**src/rtl/fifo_port_pkg.sv**
```systemverilog
package fifo_port_pkg;

    typedef enum logic [2:0] {
        OP_NONE,
        OP_CONSUME,
        OP_STATUS,
        OP_CMDWR,
        OP_XWR,
        OP_RD
    } host_op_e;

    typedef enum logic [1:0] {
        XS_EMPTY,
        XS_HOLD,
        XS_LIMIT
    } xbuf_state_e;

endpackage

```
**src/rtl/fifo_port_arb.sv**
```systemverilog
module fifo_port_arb
    import fifo_port_pkg::*;
(
    input  logic       host_wr,
    input  logic       host_rd,
    input  logic       collect_cmd,
    input  logic       status_load,
    input  logic       cmd_consume,
    input  logic [2:0] phase,
    output host_op_e   op,
    output logic       dout_phase
);

    // Priority: consume, status load, write, read
    always_comb begin
        if (cmd_consume)      op = OP_CONSUME;
        else if (status_load) op = OP_STATUS;
        else if (host_wr)     op = collect_cmd ? OP_CMDWR : OP_XWR;
        else if (host_rd)     op = OP_RD;
        else                  op = OP_NONE;
    end

    assign dout_phase = (phase == 3'b000);

endmodule

```
**src/rtl/fifo_port_xbuf.sv**
```systemverilog
module fifo_port_xbuf
    import fifo_port_pkg::*;
#(
    parameter int XDEPTH = 16,
    parameter int DW     = 8,
    localparam int PW    = $clog2(XDEPTH)
) (
    input  logic                 clk,
    input  logic                 rst_n,
    input  host_op_e             op,
    input  logic                 dout_phase,
    input  logic [DW-1:0]        wdata,
    input  logic [DW-1:0]        status_byte,
    output logic [DW-1:0]        rdata,
    output logic [PW-1:0]        wptr,
    output logic [PW-1:0]        rptr,
    output logic signed [PW:0]   pending,
    output logic [PW:0]          fill,
    output logic                 ovr
);

    localparam logic [PW-1:0]        LIM  = PW'(XDEPTH - 1);
    localparam logic [PW-1:0]        ONE  = PW'(1);
    localparam logic [PW-1:0]        TWO  = PW'(2);
    localparam logic signed [PW:0]   PONE = (PW+1)'(1);
    localparam logic signed [PW:0]   PTWO = (PW+1)'(2);

    xbuf_state_e state_q, state_d;
    logic [DW-1:0] mem [XDEPTH];

    logic wr_take, rd_pop, rd_drain;

    assign wr_take  = (op == OP_XWR) && (state_q != XS_LIMIT);
    assign rd_pop   = (op == OP_RD) && !dout_phase && (rptr < wptr);
    assign rd_drain = rd_pop && ((rptr + ONE) == wptr);

    // State register
    always_ff @(posedge clk) begin
        if (!rst_n) state_q <= XS_EMPTY;
        else        state_q <= state_d;
    end

    // Next-state logic
    always_comb begin
        state_d = state_q;
        unique case (state_q)
            XS_EMPTY: begin
                if (op == OP_STATUS || wr_take) state_d = XS_HOLD;
            end
            XS_HOLD: begin
                if (op == OP_CONSUME || rd_drain)         state_d = XS_EMPTY;
                else if (wr_take && (wptr + ONE) == LIM)  state_d = XS_LIMIT;
            end
            XS_LIMIT: begin
                if (op == OP_CONSUME || rd_drain) state_d = XS_EMPTY;
                else if (op == OP_STATUS)         state_d = XS_HOLD;
            end
            default: state_d = XS_EMPTY;
        endcase
    end

    // Pointer, count and output registers
    always_ff @(posedge clk) begin
        if (!rst_n) begin
            wptr    <= '0;
            rptr    <= '0;
            pending <= '0;
            rdata   <= '0;
            ovr     <= 1'b0;
        end else begin
            ovr <= 1'b0;
            unique case (op)
                OP_CONSUME: begin
                    wptr    <= '0;
                    rptr    <= '0;
                    pending <= '0;
                end
                OP_STATUS: begin
                    rptr    <= '0;
                    wptr    <= TWO;
                    pending <= PTWO;
                end
                OP_XWR: begin
                    if (state_q == XS_LIMIT) begin
                        ovr <= 1'b1;
                    end else begin
                        wptr    <= wptr + ONE;
                        pending <= pending + PONE;
                    end
                end
                OP_RD: begin
                    if (dout_phase) begin
                        rdata <= '0;
                        if (rptr == wptr) begin
                            wptr <= '0;
                            rptr <= '0;
                        end
                    end else if (rd_pop) begin
                        rdata   <= mem[rptr];
                        pending <= pending - PONE;
                        if (rd_drain) begin
                            wptr <= '0;
                            rptr <= '0;
                        end else begin
                            rptr <= rptr + ONE;
                        end
                    end
                end
                default: ;
            endcase
        end
    end

    // Storage
    always_ff @(posedge clk) begin
        if (op == OP_STATUS) begin
            mem[0] <= status_byte;
            mem[1] <= '0;
        end else if (wr_take) begin
            mem[wptr] <= wdata;
        end
    end

    assign fill = {1'b0, wptr} - {1'b0, rptr};

endmodule

```
**src/rtl/fifo_port_cbuf.sv**
```systemverilog
module fifo_port_cbuf
    import fifo_port_pkg::*;
#(
    parameter int CDEPTH = 32,
    parameter int DW     = 8,
    localparam int CIW   = $clog2(CDEPTH),
    localparam int CLW   = CIW + 1
) (
    input  logic            clk,
    input  logic            rst_n,
    input  host_op_e        op,
    input  logic [DW-1:0]   wdata,
    input  logic [CIW-1:0]  rd_idx,
    output logic [DW-1:0]   rd_byte,
    output logic [CLW-1:0]  len,
    output logic            ovr
);

    localparam logic [CLW-1:0] FULL = CLW'(CDEPTH);
    localparam logic [CLW-1:0] LONE = CLW'(1);

    logic [DW-1:0] mem [CDEPTH];
    logic          take;

    assign take = (op == OP_CMDWR) && (len != FULL);

    always_ff @(posedge clk) begin
        if (!rst_n) begin
            len <= '0;
            ovr <= 1'b0;
        end else begin
            ovr <= (op == OP_CMDWR) && (len == FULL);
            if (op == OP_CONSUME) len <= '0;
            else if (take)        len <= len + LONE;
        end
    end

    always_ff @(posedge clk) begin
        if (take) mem[len[CIW-1:0]] <= wdata;
    end

    assign rd_byte = mem[rd_idx];

endmodule

```
**src/rtl/fifo_port.sv**
```systemverilog
module fifo_port
    import fifo_port_pkg::*;
#(
    parameter int XDEPTH = 16,
    parameter int CDEPTH = 32,
    parameter int DW     = 8,
    localparam int PW    = $clog2(XDEPTH),
    localparam int CIW   = $clog2(CDEPTH)
) (
    input  logic                clk,
    input  logic                rst_n,
    input  logic                host_wr,
    input  logic                host_rd,
    input  logic [DW-1:0]       host_wdata,
    input  logic                collect_cmd,
    input  logic [2:0]          phase,
    input  logic                status_load,
    input  logic [DW-1:0]       status_byte,
    input  logic                cmd_consume,
    input  logic [CIW-1:0]      cmd_idx,
    output logic [DW-1:0]       host_rdata,
    output logic [DW-1:0]       cmd_byte,
    output logic [CIW:0]        cmd_len,
    output logic signed [PW:0]  pending,
    output logic [PW:0]         fifo_fill,
    output logic                ovr_cmd,
    output logic                ovr_xfer
);

    host_op_e        op;
    logic            dout_phase;
    logic [PW-1:0]   xb_wptr;
    logic [PW-1:0]   xb_rptr;

    fifo_port_arb u_arb (
        .host_wr     (host_wr),
        .host_rd     (host_rd),
        .collect_cmd (collect_cmd),
        .status_load (status_load),
        .cmd_consume (cmd_consume),
        .phase       (phase),
        .op          (op),
        .dout_phase  (dout_phase)
    );

    fifo_port_xbuf #(.XDEPTH(XDEPTH), .DW(DW)) u_xbuf (
        .clk         (clk),
        .rst_n       (rst_n),
        .op          (op),
        .dout_phase  (dout_phase),
        .wdata       (host_wdata),
        .status_byte (status_byte),
        .rdata       (host_rdata),
        .wptr        (xb_wptr),
        .rptr        (xb_rptr),
        .pending     (pending),
        .fill        (fifo_fill),
        .ovr         (ovr_xfer)
    );

    fifo_port_cbuf #(.CDEPTH(CDEPTH), .DW(DW)) u_cbuf (
        .clk     (clk),
        .rst_n   (rst_n),
        .op      (op),
        .wdata   (host_wdata),
        .rd_idx  (cmd_idx),
        .rd_byte (cmd_byte),
        .len     (cmd_len),
        .ovr     (ovr_cmd)
    );

endmodule

```
**config.mk**
```make
export PLATFORM = sky130hd
export DESIGN_NAME = fifo_port
export DESIGN_NICKNAME = d
export VERILOG_FILES = /design/src/rtl/fifo_port_pkg.sv /design/src/rtl/fifo_port_arb.sv /design/src/rtl/fifo_port_xbuf.sv /design/src/rtl/fifo_port_cbuf.sv /design/src/rtl/fifo_port.sv
export SDC_FILE = /design/constraint.sdc
export NUM_CORES = 1
export LEC_CHECK = 0
export BUFFER_PORTS_ARGS = -buffer_cell sky130_fd_sc_hd__buf_2
export CORE_UTILIZATION = 30
export DETAILED_ROUTE_END_ITERATION = 6
export PLACE_DENSITY_LB_ADDON = 0.15
export SLEW_MARGIN = 20
export SYNTH_ARGS = -nofsm -noshare
export SYNTH_HDL_FRONTEND = slang
export SYNTH_SLANG_ARGS = --single-unit
```
**constraint.sdc**
```tcl
create_clock -name clk -period 2.1 [get_ports clk]
set_input_delay 0.42 -clock clk [delete_from_list [all_inputs] [get_ports clk]]
set_output_delay 0.42 -clock clk [all_outputs]
set_load 0.005 [all_outputs]
```
==> out/metrics.csv, run 1 <==
stage,metric,value,unit
clocking,clock_latency,0.58,ns
drt,routed_wl,43000,um
drt,wl_per_cell,22.2,um
logic_synthesis,yosys.area.top_type_share,0.674,
timing,clock_skew,0.0246,ns
status,status,"complete, but fails checks",
drt,drc,0,
die,start_util,0.304,
grt,antenna_found_initial,0,
critical_path,crit_path_top_delay_cell,mux4_2,
clocking,htreeDepth,2,
timing,max_freq,0.385,GHz
final_layout,fin_nets,1199,
timing,final-setup-viol-count,12,
logic_synthesis,synth_cell_types,64,
timing,hold_viol,0,
critical_path,r2r_start,u_xbuf.rptr[1]$_SDFFE_PN0P_,
drt,via_per_inst,4.73,
grt,grt_pass1_vias,9592,
grt,gr-total-overflow,0,
drt,first_pass_iters,5,
place,place_congestion,0.740,
clocking,cts_made_buffers,46,
timing,period_needed,2.60,ns
die,dieWidth,241,um
die,coreArea,56400,um^2
place,port_buffers,64,
drt,vias,9157,
critical_path,cp.required,1.68,ns
logic_synthesis,synth_ff_type,edfxtp_1,
timing,worst_slack,-0.495,ns
min_path,hold_class,input pin to flip-flop,
critical_path,cp_max_fo,1,
pwr,p_leak,7.07,nW
clocking,tritoncts,yes,
grt,track_usage,0.152,
final_layout,final_cells,1937,
logic_synthesis,yosysSeqAreaShare,0.715,
critical_path,critPathKind,flip-flop to primary output,
timing,rsz0062_at_grt,yes,
logic_synthesis,ys_ff_latch,419,
die,die_h,241,um
critical_path,cp-end-kind,primary output,
die,die_area,58000,um^2
critical_path,startpoint_type,flip-flop,
final_layout,syn2layout_area_growth,24.1,%
final_layout,most-common-layout-cells,"edfxtp_1 (384), buf_4 (142), mux4_2 (96)",
min_path,hold_start,status_byte[4],
final_layout,final_common_cell,edfxtp_1,
timing,maxSlewHeadroom,0.279,
timing,drv_slew,0,
logic_synthesis,netlist_area,17100,um^2
place,dp_hpwl,28600,um
place,place_inst,1851,
logic_synthesis,synth-edff-count,384,
status,violations,negative setup slack,
logic_synthesis,avgSynthCellArea,18.6,um^2
drt,drt_iter0_drc,545,
critical_path,cpPeakStageDelay,0.48,ns
pwr,power.density,813,nW/um^2
grt,grt_pass1_wl,63200,um
timing,fin_setup_tns,-4.25,ns
final_layout,drive_above_1_share,0.393,
clocking,clockRootBuffer,clkbuf_16,
logic_synthesis,syn-num-nets,967,
pwr,ir_drop,613,uV
die,io_pins,65,
logic_synthesis,ys_top_cells_by_area,"edfxtp_1 (67%), mux4_2 (13%), dfxtp_1 (4.1%), mux2i_1 (2.3%), nor2_1 (1.6%)",
timing,post-route-period-util,1.24,
die,rows,87,
timing,tightest_slew,1.08,ns
clocking,cts_sinks,419,
clocking,path_clk_slew,0.06,ns
drt,ant_nets,0,
logic_synthesis,synth_top_cell_by_area,edfxtp_1,
critical_path,critical_path.cell_chain,mux4_2 -> mux2i_1 -> a22o_1 -> a221oi_2 -> buf_2,
critical_path,worstPathArrival,2.18,ns
logic_synthesis,ys_warn_count,0,
logic_synthesis,async_reset_ff_frac,0,
clocking,cts_buffer_depth,3,
logic_synthesis,syn_inst,918,
critical_path,crit_start,u_cbuf.mem[3][2]$_DFFE_PP_,
job,maxCapViolCount,0,
timing,hold_ws,0.149,ns
grt,grt_max_degree,38,
final_layout,post-route-util,0.377,
-- cells by family (layout without fill, tap and decap cells) --
logic type                 after synthesis  in the layout  share of synthesized area
xor gates and xnor gates                14             14                    0.00716
and+or+nand+nor                        161            161                     0.0482
AOI/OAI and AO/OA                       88             88                     0.0368
other                                    0              1                          0
DFF                                    419            419                      0.715
adders and majority gates               18             18                     0.0140
muxes                                  152            152                      0.160
buffers and inverters                   66            328                     0.0191
-- through the flow --
stage / power, mW / instance area, um^2 / setup WS [ns]
floorplan: 9.71 / 17100 / 0.00134
global placement: 10.2 / 19500 / -0.558
detailed placement: 10.2 / 19500 / -0.528
CTS: 17.5 / 21100 / -0.553
global route: 17.9 / 21200 / -0.571
finish: 17.3 / 21200 / -0.495
-- worst max-delay path, delay by kind of cell, from the launching register on --
| family | cells | cell delay [ns] |
|---|---|---|
| compound gates | 2 | 0.35 |
| mux | 2 | 0.67 |
| buf+inv | 1 | 0.18 |
| flops | 1 | 0.40 |
-- layout make-up --
type / count / area, um^2
fillers: 5307 / 35100
diodes: 1 / 2.50
flip-flops and latches: 419 / 12200
repair buffers: 227 / 1790
multi-input cells: 433 / 4850
inverters: 23 / 86.3
clock buffers: 55 / 1180
well taps: 756 / 946
clock inverters: 23 / 133
-- layer usage --
layer  share of wire  track usage
met5               0            0
met2            0.50        0.259
met3           0.041       0.0286
met4           0.016       0.0364
met1            0.44        0.199
-- flip-flops by register name, indices dropped and copies added (netlist names), 2 cells and up, named ones only --
register        flops
u_cbuf.mem        256
u_xbuf.mem        128
u_xbuf.rdata        8
u_cbuf.len          6
u_xbuf.pending      5
u_xbuf.rptr         4
u_xbuf.wptr         4
u_xbuf.state_q      2
-- synth_stat cells (all sizes together), types with 3 or more instances --
cell / instances
mux2: 16
nor3: 9
mux4: 96
xnor2: 7
o21a: 3
xor2: 7
buf: 28
a21oi: 22
a211o: 4
inv: 23
edfxtp: 384
nand3b: 3
nor2b: 6
nand2: 18
nand2b: 10
o22ai: 8
or3b: 4
a221oi: 8
mux2i: 40
clkbuf: 15
o2111ai: 6
nand4: 6
a22o: 8
dfxtp: 35
nor2: 71
nand3: 10
ha: 16
o21bai: 3
o21ai: 9
and2: 13
-- report_power, final --
group / internal, mW / leakage [nW] / switching [mW]
Combinational: 0.413 / 2.68 / 0.509
Sequential: 9.12 / 3.74 / 0.00963
Clock: 4.01 / 0.643 / 3.21
-- final timing paths --
check	endpoint	slack, ns	depth (start not counted)
max	cmd_byte[2]	-0.50	5
min	u_xbuf.mem[0][4]$_DFFE_PP_	0.15	2
max reg2reg	flip-flop	0.08	10
min reg2reg	u_xbuf.rdata[6]$_SDFFE_PN0P_	0.47	2
-- repair_timing --
action                     4_1_cts  5_1_grt
pin swaps                        6        5
setup endpoints to repair       20      215
resized for setup               42       27
hold buffers                     0        0
cloned                           0        0
buffers inserted                 4        6
Power figures use the tool's default switching activity.
==> run 2: changes to the inputs <==
- CTS_BUF_LIST: not set -> sky130_fd_sc_hd__clkbuf_2
==> out/metrics.csv, run 2 (synthesis gave the netlist of run 1 again) <==
stage,metric,value,unit,change
timing,clock_skew,0.0894,ns,was 0.0246 ns
clocking,cts_made_buffers,105,,was 46
critical_path,cpPeakStageDelay,0.49,ns,was 0.48 ns
critical_path,critPathKind,flip-flop to primary output,,unchanged
critical_path,critical_path.cell_chain,mux4_2 -> mux2i_2 -> a22o_1 -> a221oi_2 -> buf_2,,was mux4_2 -> mux2i_1 -> a22o_1 -> a221oi_2 -> buf_2
drt,drt_iter0_drc,566,,was 545
place,place_congestion,0.740,,unchanged
die,rows,87,,unchanged
final_layout,final_cells,2092,,was 1937
pwr,power.density,728,nW/um^2,was 813 nW/um^2
timing,hold_viol,0,,unchanged
final_layout,seqCellArea,12300,um^2,was 12200 um^2
grt,track_usage,0.155,,was 0.152
final_layout,fin_nets,1292,,was 1199
place,post-place-ws,-0.528,ns,unchanged
place,port_buffers,64,,unchanged
drt,drc,0,,unchanged
die,die_area,58000,um^2,unchanged
grt,antenna_found_initial,1,,was 0
final_layout,top_register,u_cbuf.mem,,unchanged
timing,rsz0062_at_grt,yes,,unchanged
clocking,htreeDepth,3,,was 2
pwr,comb_power_share,0.062,,was 0.053
drt,via_per_inst,4.63,,was 4.73
clocking,cts_buffer_depth,3,,unchanged
pwr,power.switching_fraction,0.251,,was 0.216
timing,max_freq,0.329,GHz,was 0.385 GHz
final_layout,syn2layout_area_growth,24.3,%,was 24.1%
min_path,hold_class,input pin to flip-flop,,unchanged
pwr,ir_drop,301,uV,was 613 uV
timing,final-setup-viol-count,13,,was 12
drt,first_pass_iters,5,,unchanged
final_layout,fillers,5396,,was 5307
clocking,tritoncts,yes,,unchanged
pwr,switching_power,3.89,mW,was 3.73 mW
critical_path,cp.required,1.68,ns,about the same
pwr,seq_power_share,0.588,,was 0.529
place,dp_hpwl,28600,um,unchanged
die,dieWidth,241,um,unchanged
clocking,cts_sinks,419,,unchanged
place,place_inst,1851,,unchanged
pwr,p_leak,7.31,nW,was 7.07 nW
die,io_pins,65,,unchanged
clocking,path_clk_slew,0.10,ns,was 0.06 ns
critical_path,worstPathArrival,2.62,ns,was 2.18 ns
timing,worst_slack,-0.941,ns,was -0.495 ns
status,status,"complete, but fails checks",,unchanged
grt,gr-total-overflow,0,,unchanged
final_layout,multiInputGateArea,4830,um^2,was 4850 um^2
die,coreArea,56400,um^2,unchanged
drt,routed_wl,43900,um,was 43000 um
grt,grt_pass1_wl,64800,um,was 63200 um
critical_path,startpoint_type,flip-flop,,unchanged
critical_path,cp_max_fo,1,,unchanged
pwr,clock_power_share,0.349,,was 0.418
grt,grt_max_degree,38,,unchanged
final_layout,reg.largest.list,"u_cbuf.mem (256), u_xbuf.mem (128), u_xbuf.rdata (8)",,unchanged
clocking,clockRootBuffer,clkbuf_2,,was clkbuf_16
final_layout,most-common-layout-cells,"edfxtp_1 (384), buf_4 (146), clkbuf_2 (145)",,"was edfxtp_1 (384), buf_4 (142), mux4_2 (96)"
die,die_h,241,um,unchanged
timing,post-route-period-util,1.45,,was 1.24
grt,grt_pass1_vias,10200,,was 9592
timing,maxSlewHeadroom,0.298,,was 0.279
final_layout,final_common_cell,edfxtp_1,,unchanged
drt,vias,9683,,was 9157
critical_path,crit_path_top_delay_cell,mux4_2,,unchanged
drt,ant_nets,0,,unchanged
final_layout,largest_register_ffs,256,,unchanged
clocking,clock_latency,1.08,ns,was 0.58 ns
critical_path,cp-end-kind,primary output,,unchanged
die,start_util,0.304,,unchanged
timing,drv_slew,0,,unchanged
status,violations,negative setup slack,,unchanged
job,maxCapViolCount,0,,unchanged
drt,wl_per_cell,21.0,um,was 22.2 um
pwr,internal_power,11.6,mW,was 13.5 mW
final_layout,drive_above_1_share,0.436,,was 0.393
timing,period_needed,3.04,ns,was 2.60 ns
timing,tightest_slew,1.05,ns,was 1.08 ns
## run 2: per-layer routing
layer  vias to the layer above  track usage  routed length [um]
met5                         -            0                   0
met4                         0       0.0439                 705
met3                        63       0.0352                2020
met2                       233        0.263               21900
met1                      4952        0.197               19300
li1                       4435            -                   -
## run 2: path summary, 6_finish.rpt
| kind | slack, ns | cells after the start | endpoint | startpoint |
|---|---|---|---|---|
| worst max-delay path | -0.94 | 5 | cmd_byte[2] | u_cbuf.mem[2][2]$_DFFE_PP_ |
| worst min-delay path | 0.20 | 7 | u_xbuf.wptr[1]$_SDFFE_PN0P_ | host_rd |
| worst max register to register | 0.09 | 9 | flip-flop | u_xbuf.rptr[3]$_SDFFE_PN0P_ |
| worst min register to register | 0.47 | 2 | u_xbuf.rdata[6]$_SDFFE_PN0P_ | u_xbuf.rdata[6]$_SDFFE_PN0P_ |
## run 2: power by group through the flow
stage          combinational (mW)  sequential (mW)  clock (mW)
2_1_floorplan               0.404             9.31           0
3_3_place_gp                0.882             9.31           0
3_5_place_dp                0.887             9.31           0
4_1_cts                     0.965             9.12        5.71
5_1_grt                      1.05             9.12        6.11
6_report                    0.966             9.11        5.42
## run 2: repair_timing
| action | in CTS | in global routing |
|---|---|---|
| hold buffers | 26 | 0 |
| endpoints found under the setup margin | 31 | 128 |
| gates cloned | 0 | 0 |
| gates resized for setup | 64 | 31 |
| pin swaps | 7 | 4 |
| setup buffers | 14 | 5 |
| hold endpoints to repair | 363 | 0 |
## run 2: final cells by class
cell class	instances	area share
Inverter	23	0.00417
Antenna cell	2	0.000235
Clock inverter	53	0.0119
Multi-Input combinational cell	433	0.227
Timing Repair Buffer	261	0.102
Tap cell	756	0.0445
Clock buffer	145	0.0341
Sequential cell	419	0.576
## run 2: per-stage QoR
stage,area (um^2),hold slack (ns),setup TNS (ns),power (mW),utilization
floorplan,17100,0.445,0,9.71,-
global placement,19500,0.443,-12.11,10.2,0.347
detailed placement,19500,0.460,-20.73,10.2,0.347
CTS,21100,0.0203,-13.18,15.8,0.375
global route,21300,0.0565,-13.28,16.3,0.377
finish,21300,0.195,-10.04,15.5,0.377
## run 2: worst max-delay path: cells and delay by family (launching register included)
family | cells | cell delay (ns)
AOI/OAI and AO/OA | 2 | 0.33
DFF | 1 | 0.42
buffers and inverters | 1 | 0.18
muxes | 2 | 0.66
